[src/rtl/irqagg_pkg.sv]
package irqagg_pkg;
  localparam int REG_COUNT   = 5;
  localparam int WORD_W      = 16;
  localparam int GROUP_COUNT = 12;
  localparam int ADDR_W      = 4;
  localparam int SRC_COUNT   = REG_COUNT * WORD_W;
  localparam int IDX_W       = $clog2(REG_COUNT);
  localparam int PRI_ADDR    = 0;
  localparam int TOP_ADDR    = 1;
  localparam int STAT_BASE   = 2;
  localparam int MASK_OFS    = REG_COUNT;
  localparam int MASK_BASE   = STAT_BASE + MASK_OFS;

  typedef enum logic [2:0] {RD_NONE, RD_PRI, RD_TOP, RD_STAT, RD_MASK} rdKind_e;

  typedef struct packed {
    logic [REG_COUNT-1:0] clrStb;
    logic [REG_COUNT-1:0] maskStb;
    logic                 topStb;
    rdKind_e              rdKind;
    logic [IDX_W-1:0]     rdIdx;
  } ctrl_t;

  // Group owning a status bit, -1 when the position has no source.
  function automatic int srcGroup(int r, int b);
    int g;
    g = -1;
    case (r)
      0: begin
        if (b == 0) g = 0;
        else if (b == 1) g = 1;
        else if (b <= 4) g = 2;
        else if (b == 5) g = 3;
        else if (b <= 7) g = 4;
        else if (b <= 9) g = 5;
        else if (b <= 14) g = 6;
      end
      1: begin
        if (b <= 7) g = 7;
        else if (b <= 9) g = 8;
      end
      2: if (b <= 9) g = 10;
      3: begin
        if (b <= 1) g = 9;
        else if (b <= 5) g = 10;
      end
      4: g = 11;
      default: g = -1;
    endcase
    return g;
  endfunction

  function automatic logic [SRC_COUNT-1:0] groupVec(int g);
    logic [SRC_COUNT-1:0] v;
    for (int i = 0; i < SRC_COUNT; i++)
      v[i] = (srcGroup(i / WORD_W, i % WORD_W) == g);
    return v;
  endfunction

  function automatic logic [SRC_COUNT-1:0] implVec();
    logic [SRC_COUNT-1:0] v;
    for (int i = 0; i < SRC_COUNT; i++)
      v[i] = (srcGroup(i / WORD_W, i % WORD_W) >= 0);
    return v;
  endfunction
endpackage

[src/rtl/irqagg_ctrl.sv]
module irqagg_ctrl
  import irqagg_pkg::*;
(
  input  logic              wrEn,
  input  logic [ADDR_W-1:0] regAddr,
  output ctrl_t             strobes
);
  always_comb begin
    int a;
    a = int'(regAddr);
    strobes.clrStb  = '0;
    strobes.maskStb = '0;
    strobes.topStb  = 1'b0;
    strobes.rdKind  = RD_NONE;
    strobes.rdIdx   = '0;
    if (a == PRI_ADDR) begin
      strobes.rdKind = RD_PRI;
    end else if (a == TOP_ADDR) begin
      strobes.rdKind = RD_TOP;
      strobes.topStb = wrEn;
    end else if (a >= STAT_BASE && a < STAT_BASE + REG_COUNT) begin
      strobes.rdKind = RD_STAT;
      strobes.rdIdx  = IDX_W'(a - STAT_BASE);
      strobes.clrStb[a - STAT_BASE] = wrEn;
    end else if (a >= MASK_BASE && a < MASK_BASE + REG_COUNT) begin
      strobes.rdKind = RD_MASK;
      strobes.rdIdx  = IDX_W'(a - MASK_BASE);
      strobes.maskStb[a - MASK_BASE] = wrEn;
    end
  end
endmodule

[src/rtl/irqagg_datapath.sv]
module irqagg_datapath
  import irqagg_pkg::*;
(
  input  logic                 clk,
  input  logic                 rstN,
  input  logic [SRC_COUNT-1:0] evtIn,
  input  logic [WORD_W-1:0]    wrData,
  input  ctrl_t                strobes,
  output logic [WORD_W-1:0]    rdData,
  output logic                 irqN,
  output logic [SRC_COUNT-1:0] statusVec,
  output logic [SRC_COUNT-1:0] maskVec,
  output logic [WORD_W-1:0]    topVec
);
  localparam logic [SRC_COUNT-1:0] IMPL = implVec();

  logic [SRC_COUNT-1:0] evtPrev;
  logic [SRC_COUNT-1:0] rise;
  logic [SRC_COUNT-1:0] pending;
  logic [WORD_W-1:0]    statW [REG_COUNT];
  logic [WORD_W-1:0]    maskW [REG_COUNT];
  logic [WORD_W-1:0]    topMask;
  logic [WORD_W-1:0]    primary;

  always_ff @(posedge clk) begin
    if (!rstN) evtPrev <= '0;
    else       evtPrev <= evtIn;
  end

  assign rise = evtIn & ~evtPrev & IMPL;

  for (genvar k = 0; k < REG_COUNT; k++) begin : g_word
    always_ff @(posedge clk) begin
      if (!rstN) begin
        statW[k] <= '0;
        maskW[k] <= '1;
      end else begin
        statW[k] <= (statW[k] & ~(strobes.clrStb[k] ? wrData : '0))
                    | rise[k*WORD_W +: WORD_W];
        if (strobes.maskStb[k]) maskW[k] <= wrData;
      end
    end
    assign statusVec[k*WORD_W +: WORD_W] = statW[k];
    assign maskVec[k*WORD_W +: WORD_W]   = maskW[k];
  end

  always_ff @(posedge clk) begin
    if (!rstN)              topMask <= '1;
    else if (strobes.topStb) topMask <= wrData;
  end
  assign topVec = topMask;

  assign pending = statusVec & ~maskVec;

  for (genvar g = 0; g < WORD_W; g++) begin : g_group
    if (g < GROUP_COUNT) begin : g_live
      localparam logic [SRC_COUNT-1:0] MEMBERS = groupVec(g);
      assign primary[g] = |(pending & MEMBERS);
    end else begin : g_spare
      assign primary[g] = 1'b0;
    end
  end

  assign irqN = ~|(primary & ~topMask);

  always_comb begin
    case (strobes.rdKind)
      RD_PRI:  rdData = primary;
      RD_TOP:  rdData = topMask;
      RD_STAT: rdData = statW[strobes.rdIdx];
      RD_MASK: rdData = maskW[strobes.rdIdx];
      default: rdData = '0;
    endcase
  end
endmodule

[src/rtl/irqagg_top.sv]
module irqagg_top
  import irqagg_pkg::*;
(
  input  logic                 clk,
  input  logic                 rstN,
  input  logic [SRC_COUNT-1:0] evtIn,
  input  logic                 wrEn,
  input  logic [ADDR_W-1:0]    regAddr,
  input  logic [WORD_W-1:0]    wrData,
  output logic [WORD_W-1:0]    rdData,
  output logic                 irqN
);
  ctrl_t                strobes;
  logic [SRC_COUNT-1:0] statusVec;
  logic [SRC_COUNT-1:0] maskVec;
  logic [WORD_W-1:0]    topVec;

  irqagg_ctrl u_ctrl (
    .wrEn    (wrEn),
    .regAddr (regAddr),
    .strobes (strobes)
  );

  irqagg_datapath u_dp (
    .clk       (clk),
    .rstN      (rstN),
    .evtIn     (evtIn),
    .wrData    (wrData),
    .strobes   (strobes),
    .rdData    (rdData),
    .irqN      (irqN),
    .statusVec (statusVec),
    .maskVec   (maskVec),
    .topVec    (topVec)
  );
endmodule

[config.mk]
export PLATFORM = sky130hd
export DESIGN_NAME = irqagg_top
export DESIGN_NICKNAME = d
export VERILOG_FILES = /design/src/rtl/irqagg_pkg.sv /design/src/rtl/irqagg_ctrl.sv /design/src/rtl/irqagg_datapath.sv /design/src/rtl/irqagg_top.sv
export SDC_FILE = /design/constraint.sdc
export NUM_CORES = 1
export LEC_CHECK = 0
export ABC_AREA = 1
export BUFFER_PORTS_ARGS = -buffer_cell sky130_fd_sc_hd__clkbuf_2
export CORE_ASPECT_RATIO = 1.25
export CORE_MARGIN = 4
export CORE_UTILIZATION = 50
export CTS_BUF_LIST = sky130_fd_sc_hd__clkbuf_2
export DETAILED_ROUTE_END_ITERATION = 7
export PLACE_DENSITY = 0.7
export SYNTH_ARGS = -nofsm -noshare
export SYNTH_HDL_FRONTEND = slang
export SYNTH_SLANG_ARGS = --single-unit
[constraint.sdc]
create_clock -name clk -period 4.5 [get_ports clk]
set_input_delay 1.35 -clock clk [delete_from_list [all_inputs] [get_ports clk]]
set_output_delay 1.35 -clock clk [all_outputs]
set_load 0.03 [all_outputs]
Word level (Yosys, flattened, before mapping). Memory sizes are Yosys's and may differ from the RTL's. Index checks and enable logic that the tools add are counted.

Register bits after elaboration: 96. Bits in writable memories: 160. Input bits: 103. Output and inout bits: 17. Logic and storage cells: 117. Memories kept: 2.

Memories: u_dp.maskW (depth 5, bits a word 16, read ports 6, clocked after Yosys merged registers in 0, write ports 5, line irqagg_datapath.sv:21) `logic [WORD_W-1:0] maskW [REG_COUNT];`; u_dp.statW (depth 5, bits a word 16, read ports 6, clocked after Yosys merged registers in 0, write ports 5, line irqagg_datapath.sv:20) `logic [WORD_W-1:0] statW [REG_COUNT];`.

Add/subtract/negate cells: 2. $lt $le $gt $ge: 8. Equal/unequal tests: 5. Mux-type cells: 49. Bitwise operators: 33. Reduce and logical (&&, ||, !) cells: 16.

Operator list (number): 16-bit two-way mux (15); 80-bit AND (2); 80-bit NOT (2); 16-bit NOT (6); 16-bit AND (5); 32-bit by 1-bit >= comparator with 1-bit output, second input constant (2); 32-bit by 5-bit < comparator with 1-bit output, second input constant (2); 16-bit case mux with 4 select lines (1); 16-bit by 10-bit bitwise OR with 16-bit output (2); 16-bit OR reduction (2); 1-bit two-way mux (20); 12-bit by 16-bit AND with 16-bit output (1); 16-bit by 15-bit bitwise OR with 16-bit output (1); 16-bit bitwise OR (1); 16-bit by 6-bit bitwise OR with 16-bit output (1); 5-bit two-way mux (3); 14-bit OR reduction (1); 3-bit two-way mux (4); 6-bit two-way mux (2); 11-bit two-way mux (1); 5-bit AND (2); 10-bit two-way mux (1); 1-bit bitwise OR (10); 2-bit OR reduction (4); 17 further kinds (22).

Longest topological paths before layout. Gate-level depths: netlist of the first run.

Depth after elaboration: 15. Mapped depth: 15. Mapped depth without buffers: 14.

Modules after synthesis. A second synthesis of the first run with hierarchy kept.

Cells, all modules: 1300. Area, all modules: 10395.0 um^2.

Modules (own cells, without submodules): irqagg_datapath (instances 1, cells each 1219, area each 9927.0 um^2, seq. area each 5465.2 um^2); irqagg_ctrl (instances 1, cells each 81, area each 467.9 um^2, seq. area each 0.0 um^2).

Least setup slack after synthesis of the first run. Ideal clock, no wire load.

Kind: input to output. From: in regAddr[1]. To: out rdData[14]. Arrival time: 3.037 ns. Required time: 3.150 ns. Path slack: 0.113 ns. Stages: 12. Path buffers: 2. Path through: inv_1 > ha_1 > ha_1 > nand2_1 > nand3_2 > nor2_1 > buf_2 > clkbuf_1 > o21ai_1 > clkinv_1 > nand2_1 > nand3_1.

Longest elaborated chain between the ends: 8. Elaborated cells between the ends (all ways): 23. Classes of those cells: add/sub: 2; order compare: 4; eq/ne: 5; mux: 7; reduce/logical: 3; memory: 2.

Ends and longest elaborated chain: start: declaration (line irqagg_top.sv:8) `input logic [ADDR_W-1:0] regAddr,`; 4-bit by 3-bit >= comparator with 1-bit output or 4-bit < comparator (tied branches) (line irqagg_ctrl.sv:25) `end else if (a >= MASK_BASE && a < MASK_BASE + REG_COUNT) begin`; 1-bit logical AND (line irqagg_ctrl.sv:25); 6-bit two-way mux (line irqagg_ctrl.sv:25); 6-bit two-way mux (line irqagg_ctrl.sv:21) `end else if (a >= STAT_BASE && a < STAT_BASE + REG_COUNT) begin`; 3-bit two-way mux (line irqagg_ctrl.sv:18) `end else if (a == TOP_ADDR) begin`; 3-bit two-way mux (line irqagg_ctrl.sv:16) `if (a == PRI_ADDR) begin`; memory read 5 x 16 bit, or another cell as far along; 16-bit case mux with 4 select lines (*) (line irqagg_datapath.sv:67) `case (strobes.rdKind)`; end: declaration (line irqagg_top.sv:10) `output logic [WORD_W-1:0] rdData,`.

Every way passes the cells marked *; elsewhere a longest branch is shown, timed or not.

Final worst setup path of the first run.
From: in regAddr[2]. To: out rdData[11].

The elaborated chain is that of the path after synthesis.

==> results.py, run 1 <==
metrics = {
    "routing": {
        "drc": 0,
        "dr.first_iter.drc_count": 1121,
        "wl_per_cell_um": 19.8,
        "ant_nets": 0,
        "via_count": 10284,
        "viasPerCell": 5.56,
        "wirelength_mm": 36.6,
        "first_pass_iters": 6,
    },
    "cells_and_area": {
        "drive_gt1_share_pct": 29.9,
        "layout.nets": 1640,
        "final_cells": 1848,
        "synthToLayoutAreaGrowth_pct": 30.2,
    },
    "yosys": {
        "synthFlopType": "dfxtp_1",
        "synthTopCellsByArea": "dfxtp_1 (29%), edfxtp_1 (23%), nand2_1 (11%)",
        "synth_edf_count": 80,
        "synth_top_area_cell": "dfxtp_1",
        "synth_most_common_cell": "nand2_1",
        "ys_warn_count": 0,
        "syn-num-nets": 1447,
        "synth.distinct_cells": 33,
        "netlist.area_leader.share_pct": 29.0,
        "syn-cell-area_mm2": 0.0106,
        "syn_avg_cell_area_um2": 7.90,
        "synth_cells": 1336,
        "async_reset_ff_share_pct": 0,
        "seq_area_frac_synth_pct": 51.8,
        "ys_ff_latch": 233,
        "synthTopCellsByCount": "nand2_1 (314), inv_1 (218), nand3_1 (167)",
    },
    "grt": {
        "grt_antenna_before_repair": 1,
        "grt_max_degree": 67,
        "grt-ovfl-total": 0,
        "grtUsageTotal_pct": 30.1,
        "grt_first_pass_wirelength_mm": 53.0,
        "grt_pass1_vias": 9812,
    },
    "timing": {
        "slew_viol_final": 0,
        "relSlewSlack_pct": 46.0,
        "setup_viol": 16,
        "layout_setup_ws_ps": -191,
        "fmax_mhz": 213,
        "min_period_over_period_pct": 104,
        "hold_viol_final": 0,
        "worst_pin_slew_ps": 809,
        "final.setup_skew_ps": 20.4,
        "period_minus_slack_ps": 4690,
        "tns_ps": -1780,
        "rsz0062_at_grt": "true",
    },
    "floorplan": {
        "design.core.area_mm2": 0.0208,
        "die_w_um": 138,
        "die_area_mm2": 0.0235,
        "start_util_pct": 50.7,
        "io_pins": 120,
        "num_rows": 59,
        "die_h_um": 170,
    },
    "worst_setup_path": {
        "r2r-start": "u_dp.statW[4][6]",
        "worstSetupPathType": "in2out",
        "crit_end": "rdData[11]",
        "max_stage_delay_ps": 160,
        "ff2ff_path_depth": 2,
        "r2r_slack_ps": 3710,
        "crit_family": "simple AND/OR/NAND/NOR gates",
        "start_kind": "primary input",
        "cp_num_cells": 18,
        "path_max_fanout": 9,
        "worst_ep_required_time_ps": 3150,
        "cp_cell_sequence": "buf_8 -> inv_6 -> ha_4 -> ha_4 -> nand2_4 -> nand3_4 -> a21oi_4 -> buf_12 -> nand2_8 -> buf_12 -> buf_8 -> nand2_1 -> nand3_2 -> nand2_2 -> nand2_1 -> nand2_1 -> nand3_2 -> buf_8",
        "cp-end-kind": "output pin",
        "cp-startpoint": "regAddr[2]",
        "path_buf_inv": 6,
        "arrival_ps": 3340,
        "slowest_stage": "ha_4",
        "crit-reg2reg-capture": "u_dp.statW[4][6]",
    },
    "placed_design": {
        "numPortBuffers": 96,
        "placed_cells": 1721,
        "place_hpwl_mm": 24.0,
        "gp_congestion": 0.967,
    },
    "power_and_ir_drop": {
        "p_leak_nw": 6.66,
        "irDropWorstVdd_mv": 0.205,
        "p_per_area_mw_per_mm2": 366,
    },
    "run_status": {
        "violations": "negative setup slack",
        "outcome": "complete, but fails checks",
    },
    "cts": {
        "cts_tree": "yes",
        "cts_root_buf": "clkbuf_2",
        "cts_buffer_depth": 3,
        "cts_made_buffers": 58,
        "clkSinkCount": 233,
        "clk_pin_slew_ps": 120,
        "clkLatencyLatePin_ps": 850,
        "cts_hold_buf": 0,
        "cts_htree_levels": 2,
    },
    "flow_run": {
        "drv_cap": 0,
    },
    "hold_path": {
        "min_path_type": "reg2reg",
    },
}
==> state kept, by name, summed over array words and instances, names as in the netlist <==
signal        cells
u_dp.maskW       80
u_dp.statW       80
u_dp.evtPrev     57
u_dp.topVec      16
==> cells in the final DEF, fill, tap and decap left out, types with 7 or more instances in the layout <==
cell        n
buf_8      17
dfxtp_1   153
nand2_2    36
buf_4      71
o21ai_2    24
a21oi_1    15
buf_12     19
nand2_4     7
nand3_2    53
nand3_4     8
inv_1     215
o22ai_1    77
inv_2      15
o21ai_1     9
buf_6      15
nand3_1   110
o211ai_1   32
clkbuf_2  169
nor2_1     26
edfxtp_1   80
nand2_1   271
clkinv_1   21
o21ai_0    73
==> area by class of cell <==
type | count | area [µm²]
flip-flops and latches | 233 | 5470
clock inverters | 11 | 46.3
repair buffers | 205 | 1890
inverters | 245 | 940
clock buffers | 93 | 465
fillers | 1758 | 7080
well taps | 274 | 343
multi-input cells | 786 | 4590
diodes | 1 | 2.50
==> stage by stage <==
step                      cell area [µm²]  hold WS (ps)  util, %  worst slack [ps]  total power, W
after CTS                           13100           420     62.9              -177         0.00487
after global placement              11900           410     56.9              -345         0.00331
after global routing                13700           434     66.0              -221         0.00524
after detailed placement            11900           413     56.9              -366         0.00333
final                               13700           418     66.0              -191         0.00502
after floorplan                     10600           408        -               113         0.00292
==> kinds of logic after synthesis <==
| family | after synthesis | share of synthesized area [%] |
|---|---|---|
| buffers and inverters | 318 | 11.9 |
| AOI/OAI and AO/OA | 242 | 13.4 |
| DFF | 233 | 51.8 |
| and+or+nand+nor | 534 | 21.8 |
| adders and majority gates | 8 | 0.948 |
| xor gates and xnor gates | 1 | 0.0830 |
==> worst min path at each step <==
stage / startpoint / to / slack [ps] / cells after the start
6_report: u_dp.evtPrev[38] / u_dp.statW[2][6] / 420 / 1
5_1_grt: u_dp.evtPrev[69] / u_dp.statW[4][5] / 430 / 1
4_1_cts: u_dp.evtPrev[33] / u_dp.statW[2][1] / 420 / 1
3_5_place_dp: u_dp.evtPrev[40] / u_dp.statW[2][8] / 410 / 1
3_3_place_gp: u_dp.evtPrev[12] / u_dp.statW[0][12] / 410 / 1
2_1_floorplan: u_dp.evtPrev[0] / u_dp.statW[0][0] / 410 / 1
==> what timing repair did <==
item                                    4_1_cts  5_1_grt
endpoints found under the setup margin       16       16
resized for setup                           129      151
pin swaps                                    20       32
gates cloned                                  3        4
setup buffers                                11        7
==> where the power goes <==
group / switching [W] / internal, W
registers: 0.0000655 / 0.00230
logic: 0.000753 / 0.000506
clock network: 0.000863 / 0.000540
total: 0.00168 / 0.00334
==> metal layers <==
metal  track usage (%)  vias to the layer above  part of all wire (%)
met5                 0                        -                     0
met4              17.7                        0                   6.9
met3              5.80                      143                   8.5
met2              49.9                      546                    48
met1              36.1                     4792                    37
li1                  -                     4803                     -
(Power assumes the default switching activity.)
==> inputs of run 2 (changes only) <==
--- a/config.mk
+++ b/config.mk
@@ -13,6 +13,7 @@
 export CTS_BUF_LIST = sky130_fd_sc_hd__clkbuf_2
 export DETAILED_ROUTE_END_ITERATION = 7
 export PLACE_DENSITY = 0.7
+export RECOVER_POWER = 100
 export SYNTH_ARGS = -nofsm -noshare
 export SYNTH_HDL_FRONTEND = slang
 export SYNTH_SLANG_ARGS = --single-unit
==> results.py, run 2 (same netlist as run 1, synthesis figures left out) <==
metrics = {
    "placed_design": {
        "place_hpwl_mm": 24.0,
        "pre_cts_ws_ps": -366,
        "numPortBuffers": 96,
        "gp_congestion": 0.967,
        "placed_cell_area_mm2": 0.0119,
    },
    "grt": {
        "grt_antenna_before_repair": 1,
        "grt_pass1_vias": 9812,
        "grt_max_degree": 67,
        "grt-ovfl-total": 0,
        "grtUsageTotal_pct": 30.1,
        "grt_first_pass_wirelength_mm": 53.0,
    },
    "power_and_ir_drop": {
        "p_per_area_mw_per_mm2": 366,
        "p_leak_nw": 6.65,
        "irDropWorstVdd_mv": 0.203,
        "report.power.total_w": 0.00502,
    },
    "routing": {
        "ant_nets": 0,
        "wl_per_cell_um": 19.8,
        "drc": 0,
        "dr.first_iter.drc_count": 979,
        "via_count": 10241,
        "viasPerCell": 5.54,
        "first_pass_iters": 8,
        "wirelength_mm": 36.6,
    },
    "cts": {
        "cts_buffer_depth": 3,
        "clkLatencyLatePin_ps": 840,
        "cts_hold_buf": 0,
        "cts_htree_levels": 2,
        "clk_pin_slew_ps": 110,
        "cts_tree": "yes",
        "cts_root_buf": "clkbuf_2",
        "clkSinkCount": 233,
        "cts_made_buffers": 58,
    },
    "floorplan": {
        "die_area_mm2": 0.0235,
        "design.core.area_mm2": 0.0208,
        "start_util_pct": 50.7,
        "num_rows": 59,
        "die_w_um": 138,
        "die_h_um": 170,
        "io_pins": 120,
    },
    "cells_and_area": {
        "reg_top3": "u_dp.maskW (80), u_dp.statW (80), u_dp.evtPrev (57)",
        "layout.nets": 1640,
        "mostFrequentLayoutCell": "nand2_1",
        "synthToLayoutAreaGrowth_pct": 30.0,
        "stdcell_area_mm2": 0.0137,
        "most-common-layout-cells": "nand2_1 (271), inv_1 (216), clkbuf_2 (170), dfxtp_1 (153), nand3_1 (110)",
        "drive_gt1_share_pct": 29.7,
    },
    "worst_setup_path": {
        "worst_ep_required_time_ps": 3150,
        "cp-end-kind": "output pin",
        "path_max_fanout": 9,
        "start_kind": "primary input",
        "arrival_ps": 3320,
        "worstSetupPathType": "in2out",
    },
    "run_status": {
        "outcome": "complete, but fails checks",
        "violations": "max-capacitance violations, negative setup slack",
    },
    "timing": {
        "rsz0062_at_grt": "true",
        "worst_pin_slew_ps": 1470,
        "fin_hold_ws_ps": 411,
        "slew_viol_final": 0,
        "period_minus_slack_ps": 4670,
        "layout_setup_ws_ps": -173,
        "setup_viol": 16,
        "fmax_mhz": 214,
        "final.setup_skew_ps": 30.1,
        "relSlewSlack_pct": 1.94,
        "min_period_over_period_pct": 104,
        "hold_viol_final": 0,
    },
    "hold_path": {
        "min_path_type": "reg2reg",
    },
    "flow_run": {
        "drv_cap": 1,
    },
}
run 2: metal layers:
layer	GRT usage [%]	part of all wire [%]	up-vias	wire [µm]
met2	49.9	48	526	17500
met1	36.1	37	4772	13600
met3	5.80	8.0	138	2940
li1	-	-	4805	-
met5	0	0	-	0
met4	17.7	6.9	0	2520
run 2: cell type report:
class | count | area (µm²)
flip-flops and latches | 233 | 5470
clock inverters | 11 | 46.3
multi-input cells | 786 | 4580
repair buffers | 205 | 1880
clock buffers | 93 | 465
well taps | 274 | 343
fillers | 1758 | 7100
diodes | 1 | 2.50
inverters | 245 | 940
run 2: repair_timing:
action                                  in CTS  in global routing
endpoints found under the setup margin      16                 16
buffers inserted                            11                  7
pin swaps                                   20                 32
cloned                                       3                  4
resized for setup                          129                151
run 2: path summary, 6_finish.rpt:
| check | startpoint | to | slack [ps] | cells past startpoint |
|---|---|---|---|---|
| max | regAddr[2] | rdData[11] | -170 | 18 |
| min | u_dp.evtPrev[33] | u_dp.statW[2][1] | 410 | 1 |
| max reg2reg | u_dp.statW[4][6] | u_dp.statW[4][6] | 3710 | 2 |
| min reg2reg | u_dp.evtPrev[33] | u_dp.statW[2][1] | 410 | 1 |
run 2: power by group:
part           internal, W  switching (W)  leakage [nW]
clock             0.000540       0.000857         0.406
sequential         0.00230      0.0000654          2.07
combinational     0.000506       0.000752          4.17
total              0.00334        0.00167          6.65
run 2: metrics by stage:
stage | utilization (%) | std cells | TNS [ps]
floorplan | - | 1336 | 0
global placement | 56.9 | 1721 | -5000
global route | 65.9 | 1848 | -2770
CTS | 62.9 | 1838 | -2340
detailed placement | 56.9 | 1721 | -5530
finish | 65.9 | 1848 | -1820
run 2: worst max-delay path: stages:
cell	delay, ps
buf_8	90
inv_6	40
ha_4	150
ha_4	170
nand2_4	70
nand3_4	90
a21oi_4	160
buf_12	150
nand2_8	70
buf_12	140
buf_8	130
nand2_1	90
nand3_2	90
nand2_2	110
nand2_1	70
nand2_1	70
nand3_2	100
buf_8	150
